<file path="src/rtl/demux422_pkg.sv">
package demux422_pkg;
  typedef enum logic [1:0] {
    SRC_EMBED = 2'd0,
    SRC_EXT   = 2'd1,
    SRC_INT   = 2'd2
  } sync_src_e;

  localparam logic [1:0] PH_CB  = 2'd0;
  localparam logic [1:0] PH_Y0  = 2'd1;
  localparam logic [1:0] PH_CR  = 2'd2;
  localparam logic [1:0] PH_Y1  = 2'd3;
endpackage

</file>
<file path="src/rtl/demux422_trs_scan.sv">
module demux422_trs_scan #(
  parameter int DW = 10
) (
  input  logic          clk,
  input  logic          rst_n,
  input  logic [DW-1:0] word_i,
  output logic          sav_o,
  output logic          pre_o,
  output logic          f_o,
  output logic          v_o,
  output logic          h_o
);
  localparam int HIST = 3;
  localparam int FB   = DW - 2;
  localparam int VB   = DW - 3;
  localparam int HB   = DW - 4;
  localparam logic [DW-1:0] ONES  = '1;
  localparam logic [DW-1:0] ZEROS = '0;

  logic [DW-1:0] hist_q [HIST];
  logic [DW-1:0] hist_d [HIST];
  logic          hit;
  logic          f_d, v_d, h_d;
  logic          f_q, v_q, h_q;

  always_comb begin
    hist_d[0] = word_i;
    for (int i = 1; i < HIST; i++) hist_d[i] = hist_q[i-1];
  end

  assign hit   = (hist_q[2] == ONES) && (hist_q[1] == ZEROS) && (hist_q[0] == ZEROS);
  assign sav_o = hit && !word_i[HB];
  assign pre_o = (word_i == ONES);

  always_comb begin
    f_d = f_q;
    v_d = v_q;
    h_d = h_q;
    if (hit) begin
      f_d = word_i[FB];
      v_d = word_i[VB];
      h_d = word_i[HB];
    end
  end

  generate
    for (genvar g = 0; g < HIST; g++) begin : g_hist
      always_ff @(posedge clk or negedge rst_n) begin
        if (!rst_n) hist_q[g] <= '0;
        else        hist_q[g] <= hist_d[g];
      end
    end
  endgenerate

  always_ff @(posedge clk or negedge rst_n) begin
    if (!rst_n) begin
      f_q <= 1'b0;
      v_q <= 1'b0;
      h_q <= 1'b0;
    end else begin
      f_q <= f_d;
      v_q <= v_d;
      h_q <= h_d;
    end
  end

  assign f_o = f_q;
  assign v_o = v_q;
  assign h_o = h_q;

  assert_flag_capture_R4: assert property (@(posedge clk) disable iff (!rst_n)
    hit |=> (h_o == $past(word_i[HB])) && (f_o == $past(word_i[FB])) && (v_o == $past(word_i[VB])));
endmodule

</file>
<file path="src/rtl/demux422_phase_ctrl.sv">
module demux422_phase_ctrl
  import demux422_pkg::*;
(
  input  logic       clk,
  input  logic       rst_n,
  input  logic [1:0] sync_src,
  input  logic       pre_i,
  input  logic       sav_i,
  input  logic       hs_ext_n,
  input  logic       hs_int_n,
  output logic [1:0] cur_ph_o,
  output logic       cap_en_o,
  output logic       grp_clr_o
);
  logic       hs_ext_q, hs_int_q;
  logic       locked_q, locked_d;
  logic [1:0] ph_q, ph_d;
  logic       ext_fall, int_fall, emb_sav, emb_kill, align;
  logic [1:0] cur_ph;

  assign ext_fall = (sync_src == SRC_EXT)   && hs_ext_q && !hs_ext_n;
  assign int_fall = (sync_src == SRC_INT)   && hs_int_q && !hs_int_n;
  assign emb_sav  = (sync_src == SRC_EMBED) && sav_i;
  assign emb_kill = (sync_src == SRC_EMBED) && pre_i;
  assign align    = ext_fall || int_fall || emb_sav;

  always_comb begin
    if (ext_fall)                 cur_ph = PH_CB;
    else if (int_fall || emb_sav) cur_ph = PH_Y1;
    else                          cur_ph = ph_q;
  end

  always_comb begin
    ph_d     = cur_ph + 2'd1;
    locked_d = locked_q;
    if (emb_kill)   locked_d = 1'b0;
    else if (align) locked_d = 1'b1;
  end

  assign cur_ph_o  = cur_ph;
  assign grp_clr_o = align || emb_kill;
  assign cap_en_o  = ext_fall || (locked_q && !emb_kill && !int_fall && !emb_sav);

  always_ff @(posedge clk or negedge rst_n) begin
    if (!rst_n) begin
      hs_ext_q <= 1'b1;
      hs_int_q <= 1'b1;
      locked_q <= 1'b0;
      ph_q     <= PH_CB;
    end else begin
      hs_ext_q <= hs_ext_n;
      hs_int_q <= hs_int_n;
      locked_q <= locked_d;
      ph_q     <= ph_d;
    end
  end

  assert_sav_align_R3: assert property (@(posedge clk) disable iff (!rst_n)
    emb_sav |=> (ph_q == PH_CB) && locked_q);
  assert_preamble_unlock_R6: assert property (@(posedge clk) disable iff (!rst_n)
    emb_kill |=> !locked_q);
  assert_ext_edge_R7: assert property (@(posedge clk) disable iff (!rst_n)
    ext_fall |=> (ph_q == PH_Y0) && locked_q);
  assert_int_edge_R8: assert property (@(posedge clk) disable iff (!rst_n)
    int_fall |=> (ph_q == PH_CB) && locked_q);
endmodule

</file>
<file path="src/rtl/demux422_fmt.sv">
module demux422_fmt #(
  parameter int DW        = 10,
  parameter int BLANK_OFS = 64
) (
  input  logic [DW-1:0] word_i,
  input  logic          ofs_en,
  input  logic          inv_en,
  output logic [DW-1:0] y_o,
  output logic [DW-1:0] c_o
);
  localparam logic [DW-1:0] OFS_W = DW'(BLANK_OFS);

  always_comb begin
    if (!ofs_en)              y_o = word_i;
    else if (word_i < OFS_W)  y_o = '0;
    else                      y_o = word_i - OFS_W;
    c_o = inv_en ? {~word_i[DW-1], word_i[DW-2:0]} : word_i;
  end

  always_comb begin
    assert_luma_not_raised_R9: assert (!ofs_en || (y_o <= word_i));
    assert_chroma_low_bits_R10: assert (c_o[DW-2:0] == word_i[DW-2:0]);
  end
endmodule

</file>
<file path="src/rtl/demux422_top.sv">
module demux422_top
  import demux422_pkg::*;
#(
  parameter int DW        = 10,
  parameter int BLANK_OFS = 64
) (
  input  logic          clk,
  input  logic          rst_n,
  input  logic [DW-1:0] din,
  input  logic [1:0]    sync_src,
  input  logic          hs_ext_n,
  input  logic          hs_int_n,
  input  logic          luma_ofs_en,
  input  logic          chroma_inv_en,
  output logic [DW-1:0] y_out,
  output logic [DW-1:0] cb_out,
  output logic [DW-1:0] cr_out,
  output logic          pix_vld,
  output logic          f_flag,
  output logic          v_flag,
  output logic          h_flag
);
  logic          rst_meta_n, rst_sync_n;
  logic          sav, pre;
  logic [1:0]    cur_ph;
  logic          cap_en, grp_clr;
  logic [DW-1:0] y_fmt, c_fmt;

  logic [DW-1:0] cb_q, cb_d, y0_q, y0_d, cr_q, cr_d, y1_q, y1_d;
  logic          have_cb_q, have_cb_d, pend_q, pend_d;
  logic [DW-1:0] yo_q, yo_d, cbo_q, cbo_d, cro_q, cro_d;
  logic          vld_q, vld_d;

  always_ff @(posedge clk or negedge rst_n) begin
    if (!rst_n) begin
      rst_meta_n <= 1'b0;
      rst_sync_n <= 1'b0;
    end else begin
      rst_meta_n <= 1'b1;
      rst_sync_n <= rst_meta_n;
    end
  end

  demux422_trs_scan #(.DW(DW)) trs_i (
    .clk(clk), .rst_n(rst_sync_n), .word_i(din),
    .sav_o(sav), .pre_o(pre), .f_o(f_flag), .v_o(v_flag), .h_o(h_flag)
  );

  demux422_phase_ctrl phase_i (
    .clk(clk), .rst_n(rst_sync_n), .sync_src(sync_src),
    .pre_i(pre), .sav_i(sav), .hs_ext_n(hs_ext_n), .hs_int_n(hs_int_n),
    .cur_ph_o(cur_ph), .cap_en_o(cap_en), .grp_clr_o(grp_clr)
  );

  demux422_fmt #(.DW(DW), .BLANK_OFS(BLANK_OFS)) fmt_i (
    .word_i(din), .ofs_en(luma_ofs_en), .inv_en(chroma_inv_en),
    .y_o(y_fmt), .c_o(c_fmt)
  );

  always_comb begin
    cb_d      = cb_q;
    y0_d      = y0_q;
    cr_d      = cr_q;
    y1_d      = y1_q;
    have_cb_d = grp_clr ? 1'b0 : have_cb_q;
    pend_d    = 1'b0;
    yo_d      = yo_q;
    cbo_d     = cbo_q;
    cro_d     = cro_q;
    vld_d     = 1'b0;
    if (pend_q) begin
      yo_d  = y1_q;
      vld_d = 1'b1;
    end
    if (cap_en) begin
      case (cur_ph)
        PH_CB: begin
          cb_d      = c_fmt;
          have_cb_d = 1'b1;
        end
        PH_Y0: y0_d = y_fmt;
        PH_CR: cr_d = c_fmt;
        default: begin
          if (have_cb_q) begin
            yo_d   = y0_q;
            cbo_d  = cb_q;
            cro_d  = cr_q;
            y1_d   = y_fmt;
            pend_d = 1'b1;
            vld_d  = 1'b1;
          end
          have_cb_d = 1'b0;
        end
      endcase
    end
  end

  always_ff @(posedge clk or negedge rst_sync_n) begin
    if (!rst_sync_n) begin
      cb_q      <= '0;
      y0_q      <= '0;
      cr_q      <= '0;
      y1_q      <= '0;
      have_cb_q <= 1'b0;
      pend_q    <= 1'b0;
      yo_q      <= '0;
      cbo_q     <= '0;
      cro_q     <= '0;
      vld_q     <= 1'b0;
    end else begin
      cb_q      <= cb_d;
      y0_q      <= y0_d;
      cr_q      <= cr_d;
      y1_q      <= y1_d;
      have_cb_q <= have_cb_d;
      pend_q    <= pend_d;
      yo_q      <= yo_d;
      cbo_q     <= cbo_d;
      cro_q     <= cro_d;
      vld_q     <= vld_d;
    end
  end

  assign y_out   = yo_q;
  assign cb_out  = cbo_q;
  assign cr_out  = cro_q;
  assign pix_vld = vld_q;

  assert_pair_length_R2: assert property (@(posedge clk) disable iff (!rst_sync_n)
    (pix_vld && $past(pix_vld)) |=> !pix_vld);
  assert_shared_chroma_R1: assert property (@(posedge clk) disable iff (!rst_sync_n)
    (pix_vld && $past(pix_vld)) |-> ($stable(cb_out) && $stable(cr_out)));
  assert_pair_second_R2: assert property (@(posedge clk) disable iff (!rst_sync_n)
    (pix_vld && !$past(pix_vld)) |=> pix_vld);
endmodule

</file>
<file path="config.mk">
export PLATFORM = sky130hd
export DESIGN_NAME = demux422_top
export DESIGN_NICKNAME = d
export VERILOG_FILES = /design/src/rtl/demux422_pkg.sv /design/src/rtl/demux422_trs_scan.sv /design/src/rtl/demux422_phase_ctrl.sv /design/src/rtl/demux422_fmt.sv /design/src/rtl/demux422_top.sv
export SDC_FILE = /design/constraint.sdc
export NUM_CORES = 1
export LEC_CHECK = 0
export CAP_MARGIN = 20
export CELL_PAD_IN_SITES_DETAIL_PLACEMENT = 1
export CELL_PAD_IN_SITES_GLOBAL_PLACEMENT = 1
export CORE_MARGIN = 10
export CORE_UTILIZATION = 53
export DETAILED_ROUTE_END_ITERATION = 7
export DONT_BUFFER_PORTS = 1
export PLACE_DENSITY_LB_ADDON = 0.08
export REMOVE_ABC_BUFFERS = 1
export SYNTH_ARGS = -nofsm -noshare
export SYNTH_HDL_FRONTEND = slang
export SYNTH_SLANG_ARGS = --single-unit
</file>
<file path="constraint.sdc">
create_clock -name clk -period 3.82 [get_ports clk]
set_input_delay 0.191 -clock clk [delete_from_list [all_inputs] [get_ports clk]]
set_output_delay 0.191 -clock clk [all_outputs]
set_load 0.05 [all_outputs]
</file>
# == After elaboration in Yosys (flattened, before gate mapping) ==
# Cells that the tools add are included.
# op_classes
n_addsub,2
order_cmp,1
n_eq_ne,6
mux,21
n_bitwise,2
n_reduce_logical,34
# op_table
cell,n
10-bit two-way mux,7
"10-bit == test, second input constant",2
10-bit zero test,2
1-bit logical AND,12
1-bit two-way mux,11
"10-bit by 7-bit less-than comparator with 1-bit output, second input constant",1
"10-bit by 7-bit subtractor with 10-bit output, second input constant",1
1-bit zero test,6
2-bit AND reduction,3
1-bit logical OR,5
"2-bit by 1-bit == test with 1-bit output, second input constant",2
"2-bit == test, second input constant",2
2-bit zero test,2
2-bit two-way mux,2
3-bit AND reduction,1
3-bit OR reduction,1
"2-bit by 1-bit adder with 2-bit output, second input constant",1
1-bit NOT,2
1-bit case mux with 2 select lines,1
2-bit nonzero test,1
2-bit OR reduction,1
# totals
ff_bits,113
input_bits,18
out_inout_bits,34
word_cells,88

# == Longest topological paths before layout ==
# logic_depth
ltp_word,12
mapped_depth,9
mapped_depth_nobuf,9

# == By module ==
# Synthesis repeated with hierarchy kept, for this count alone.
# hier_totals
cells_unflattened,295
hier_area_um2,4540.6
# by_module_without_submodules
mod,instances,cells_each,area_per_inst_um2,seq_area_each_um2
demux422_top,1,191,3076.7,1876.8
demux422_trs_scan,1,52,977.2,825.8
demux422_fmt,1,32,250.2,0.0
demux422_phase_ctrl,1,20,236.5,127.6

# == Worst setup path before layout ==
# Ideal clock, no wire load.
# synth_timing
path_kind,reg2reg
from,reg trs_i.hist_q (netlist bit trs_i.hist_d[8])
to,reg cb_q[1]
setup_time_ns,0.125
t_arrival_ns,2.246
t_required_ns,3.695
setup_slack_ns,1.449
stages_incl_launch_ff,10
n_path_buf,1
period_less_slack_ns,2.371
cell_sequence,dfrtp_1 -> nor4b_1 -> nand4_1 -> nor2_1 -> a21bo_2 -> o21ai_0 -> ha_1 -> o21ai_1 -> buf_2 -> mux2_2
# synth_between
elab_chain_len,10
word_cells_on_any_way,13
cone_classes,mux (2); reduce/logical (11)
# synth_lines
item,line_no,text
from (decl),demux422_trs_scan.sv:20,logic [DW-1:0] hist_q [HIST];
"from (signal, indexed assignment)",demux422_trs_scan.sv:50,else hist_q[g] <= hist_d[g];
10-bit zero test (*),demux422_trs_scan.sv:31,assign hit = (hist_q[2] == ONES) && (hist_q[1] == ZEROS) && (hist_q[0] == ZEROS);
1-bit logical AND (*) (2 in series),demux422_trs_scan.sv:31,
1-bit logical AND (*),demux422_trs_scan.sv:32,assign sav_o = hit && !word_i[HB];
1-bit logical AND (*),demux422_phase_ctrl.sv:23,assign emb_sav = (sync_src == SRC_EMBED) && sav_i;
1-bit logical OR,demux422_phase_ctrl.sv:29,else if (int_fall || emb_sav) cur_ph = PH_Y1;
2-bit two-way mux,demux422_phase_ctrl.sv:29,
2-bit two-way mux,demux422_phase_ctrl.sv:28,if (ext_fall) cur_ph = PH_CB;
2-bit zero test,demux422_top.sv:76,case (cur_ph)
2-bit AND reduction (no source line) (*),--,
to (signal assigned),demux422_top.sv:100,cb_q <= '0;
to (signal assigned),demux422_top.sv:111,cb_q <= cb_d;
to (decl),demux422_top.sv:29,"logic [DW-1:0] cb_q, cb_d, y0_q, y0_d, cr_q, cr_d, y1_q, y1_d;"
# Mark *: on every way between the ends. The rest lies on a longest branch, timed or not.
# A chain may end at the register's enable or synchronous reset.

# == Worst setup path in the final report ==
# layout_timing
from,reg trs_i.hist_q (netlist bit trs_i.hist_d[17])
to,reg y1_q[2]
# layout_between
elab_chain_len,11
word_cells_on_any_way,16
cone_classes,eq/ne (2); mux (2); bitwise (1); reduce/logical (11)
# layout_lines
item,line_no,text
10-bit zero test (*),demux422_trs_scan.sv:31,
1-bit logical AND (*),demux422_trs_scan.sv:31,
1-bit logical AND (*),demux422_trs_scan.sv:32,
1-bit logical AND (*),demux422_phase_ctrl.sv:23,
1-bit logical OR,demux422_phase_ctrl.sv:29,
2-bit two-way mux,demux422_phase_ctrl.sv:29,
2-bit two-way mux,demux422_phase_ctrl.sv:28,
2-bit == test (tied with other cells),demux422_top.sv:76,
3-bit OR reduction (no source line),--,
1-bit NOT (no source line),--,
3-bit AND reduction (no source line) (*),--,
to (signal assigned),demux422_top.sv:114,y1_q <= y1_d;
to (decl),demux422_top.sv:29,
# Marks and branches as above.

==> flow_summary.toml <==
[die]
initial_core_util_pct = 55.0
die-area_sq_um = 12700
rows = 33
io_pins = 52
die_x_um = 113
die_h_um = 113
core_area_sq_um = 8300

[place]
gp_congestion = 0.738
post-dp-hpwl_um = 6120
io_buffer_count = 0

[layout]
multiInputGateArea_sq_um = 1600
regArea_sq_um = 2830
nNetsFinal = 328
area_growth_pct = 16.7
antenna_cells = 0
final_layout_size_suffix_gt1_share_pct = 39.9
largest_reg_flops = 20
fin_util_pct = 64.1
nFillCells = 736

[timing]
slew_viol_final = 0
hold_viol = 0
min_period_ns = 3.13
tns_ns = 0
relSlewSlack_pct = 32.6
finalSetupViolCount = 0
tightestPinTransition_ns = 1.01
rsz0062_at_grt = "false"
fin_worst_skew_ns = 0.0108
fmaxAchievable_ghz = 0.319
finalCritPeriodShare_pct = 82.0

[flow_run]
maxCapViolCount = 0

[global_route]
grt_max_degree = 74
grt-ovfl-total = 0
grtUsageTotal_pct = 16.4
antenna_found_initial = 0
grt_pass1_wl_um = 16100
first_global_vias = 2760

[detailed_routing]
wirelength_um = 9840
drc = 0
dr.pass1.iters = 4
postRouteAntennaNets = 0
wl_per_cell_um = 23.4
viasPerCell = 5.59
drt-initial-drc-count = 100
num_vias = 2355

[cts]
cts_tree = "yes"
clock-sinks = 113
path_clk_slew_ns = 0.05
cts_resized = 0
htree_levels = 4
root_buffer = "clkbuf_8"
clock_latency_ns = 0.51
cts_buffers = 17
cts.path.max_buffers = 2

[worst_setup_path]
critPathMaxFanout = 23
critPathLaunchType = "flop"
worstPathArrival_ns = 3.52
path_class = "reg2reg"
crit_path_end_kind = "flop"
worstPathRequired_ns = 4.21

[power_and_ir_drop]
p_comb_share_pct = 18.9
power.switching_mw = 1.69
pwr-share-seq_pct = 50.6
p_leak_nw = 2.46
internal_power_mw = 3.18
vdd_ir_drop_max_mv = 0.428
clkPwrFrac_pct = 30.5
power_density_nw_per_um2 = 916
swShare_pct = 34.7

[synthesis]
synth_cell_types = 40
ys_ff_latch = 113
async_flop_share_pct = 100
synth_top_area_share_pct = 60.9
synth_top_cell_by_area = "dfrtp_1"
yosysSeqAreaShare_pct = 62.0
ys.flop_type = "dfrtp_1"
syn_area_sq_um = 4560
synthTopCellsByArea = "dfrtp_1 (61%), mux2_4 (13%), mux2_2 (11%)"
yosysWarnings = 0
netlist_instances = 276
syn_area_per_cell_sq_um = 16.5
synth_edf_count = 0

[worst_hold_path]
min_path_type = "in2reg"

[outcome]
status = "complete, no violations"
-- cell usage in the layout (no fill, tap or decap), types with 2 or more instances in the layout --
cell type,n
clkinvlp_4,3
dfstp_2,2
clkbuf_1,2
clkbuf_8,3
nand4_1,2
mux2_4,38
o21ai_4,2
nor2b_1,7
nor3_1,4
a211oi_1,2
mux2_2,45
nand2_1,5
nor4_1,3
nand4bb_1,3
nor4b_1,2
nor2_1,4
clkbuf_16,16
o21a_1,2
o21ai_0,4
dlygate4sd3_1,14
buf_4,3
dfrtp_1,110
ha_1,6
inv_1,5
bufinv_16,2
nand3_1,4
clkinv_2,4
-- path summary, 6_finish.rpt --
path                                     to  cells past startpoint              from  slack [ns]
setup / recovery                    y1_q[2]                      9  trs_i.hist_d[17]        0.69
hold / removal             phase_i.locked_q                      4            din[3]        0.01
setup reg to reg                    y1_q[2]                      9  trs_i.hist_d[17]        0.69
hold reg to reg                  rst_sync_n                      0        rst_meta_n        0.35
max in group asynchronous  phase_i.hs_int_q                      1        rst_sync_n        2.47
min in group asynchronous        rst_sync_n                      2             rst_n        0.45
-- routing by layer --
metal	part of all wire [%]	vias to the layer above	track usage, %
li1	-	1045	-
met1	42	1238	19.2
met2	50	57	26.3
met3	6.9	15	6.87
met4	1.2	0	6.35
met5	0	-	0
-- per-stage QoR --
step                      cells  power, mW  setup WS, ns  hold slack [ns]  instance area [sq um]
final                       421       4.88         0.686           0.0124                   5320
after global routing        421       5.10         0.401           0.0276                   5320
after CTS                   421       4.93         0.676         0.000319                   5320
after detailed placement    376       3.41         0.741           -0.105                   4620
after global placement      376       3.35         0.806           -0.105                   4620
after floorplan             267       3.17         0.442           -0.105                   4450
-- worst max-delay path, stage by stage, from the launching register on --
cell	delay [ns]
dfrtp_1	0.38
nor4b_1	0.39
nand4_1	0.21
nor2_1	0.38
a21bo_2	0.25
o21a_1	0.16
ha_1	0.25
o211ai_4	0.35
buf_12	0.33
mux2_4	0.31
-- power groups by stage --
stage                     combinational (mW)  sequential, mW  clock, mW
final                                  0.923            2.47       1.49
after global placement                 0.869            2.48          0
after global routing                    1.00            2.53       1.57
after floorplan                        0.785            2.39          0
after detailed placement               0.907            2.50          0
after CTS                              0.938            2.49       1.51
-- area by class of cell --
cell class | instances | area share (%)
clock buffer | 21 | 8.44
clock inverter | 10 | 2.09
inverter | 5 | 0.353
multi-input combinational | 149 | 30.0
sequential | 113 | 53.2
tap | 105 | 2.47
timing repair buffer | 18 | 3.43
-- Yosys cell counts (2+ instances only) --
cell	number
buf_6	2
nor3_1	4
inv_1	5
nor2b_1	7
mux2_2	45
o21a_1	2
mux2_4	38
dfrtp_1	111
a211oi_1	2
nand4_1	2
nor4_1	3
nand4bb_1	3
o21ai_0	4
nand2_1	5
dfstp_2	2
nor4b_1	2
buf_12	4
ha_1	6
nor2_1	4
nand3_1	4
o21ai_4	2
-- kinds of logic (layout without fill, tap and decap cells) --
group / count (synthesis) / in the layout / share of synthesized area (%)
compound gates: 20 / 20 / 4.06
fa+ha+maj: 6 / 6 / 1.65
buf+inv: 14 / 54 / 2.96
xor+xnor: 1 / 1 / 0.192
mux: 83 / 83 / 23.6
other cells: 1 / 1 / 0.0822
flops: 113 / 113 / 62.0
simple gates: 38 / 38 / 5.40
-- repair_timing --
item | CTS | global route
buffers inserted | 0 | 0
endpoints found under the hold margin | 37 | 0
hold buffers | 14 | 0
(Power assumes the default switching activity.)
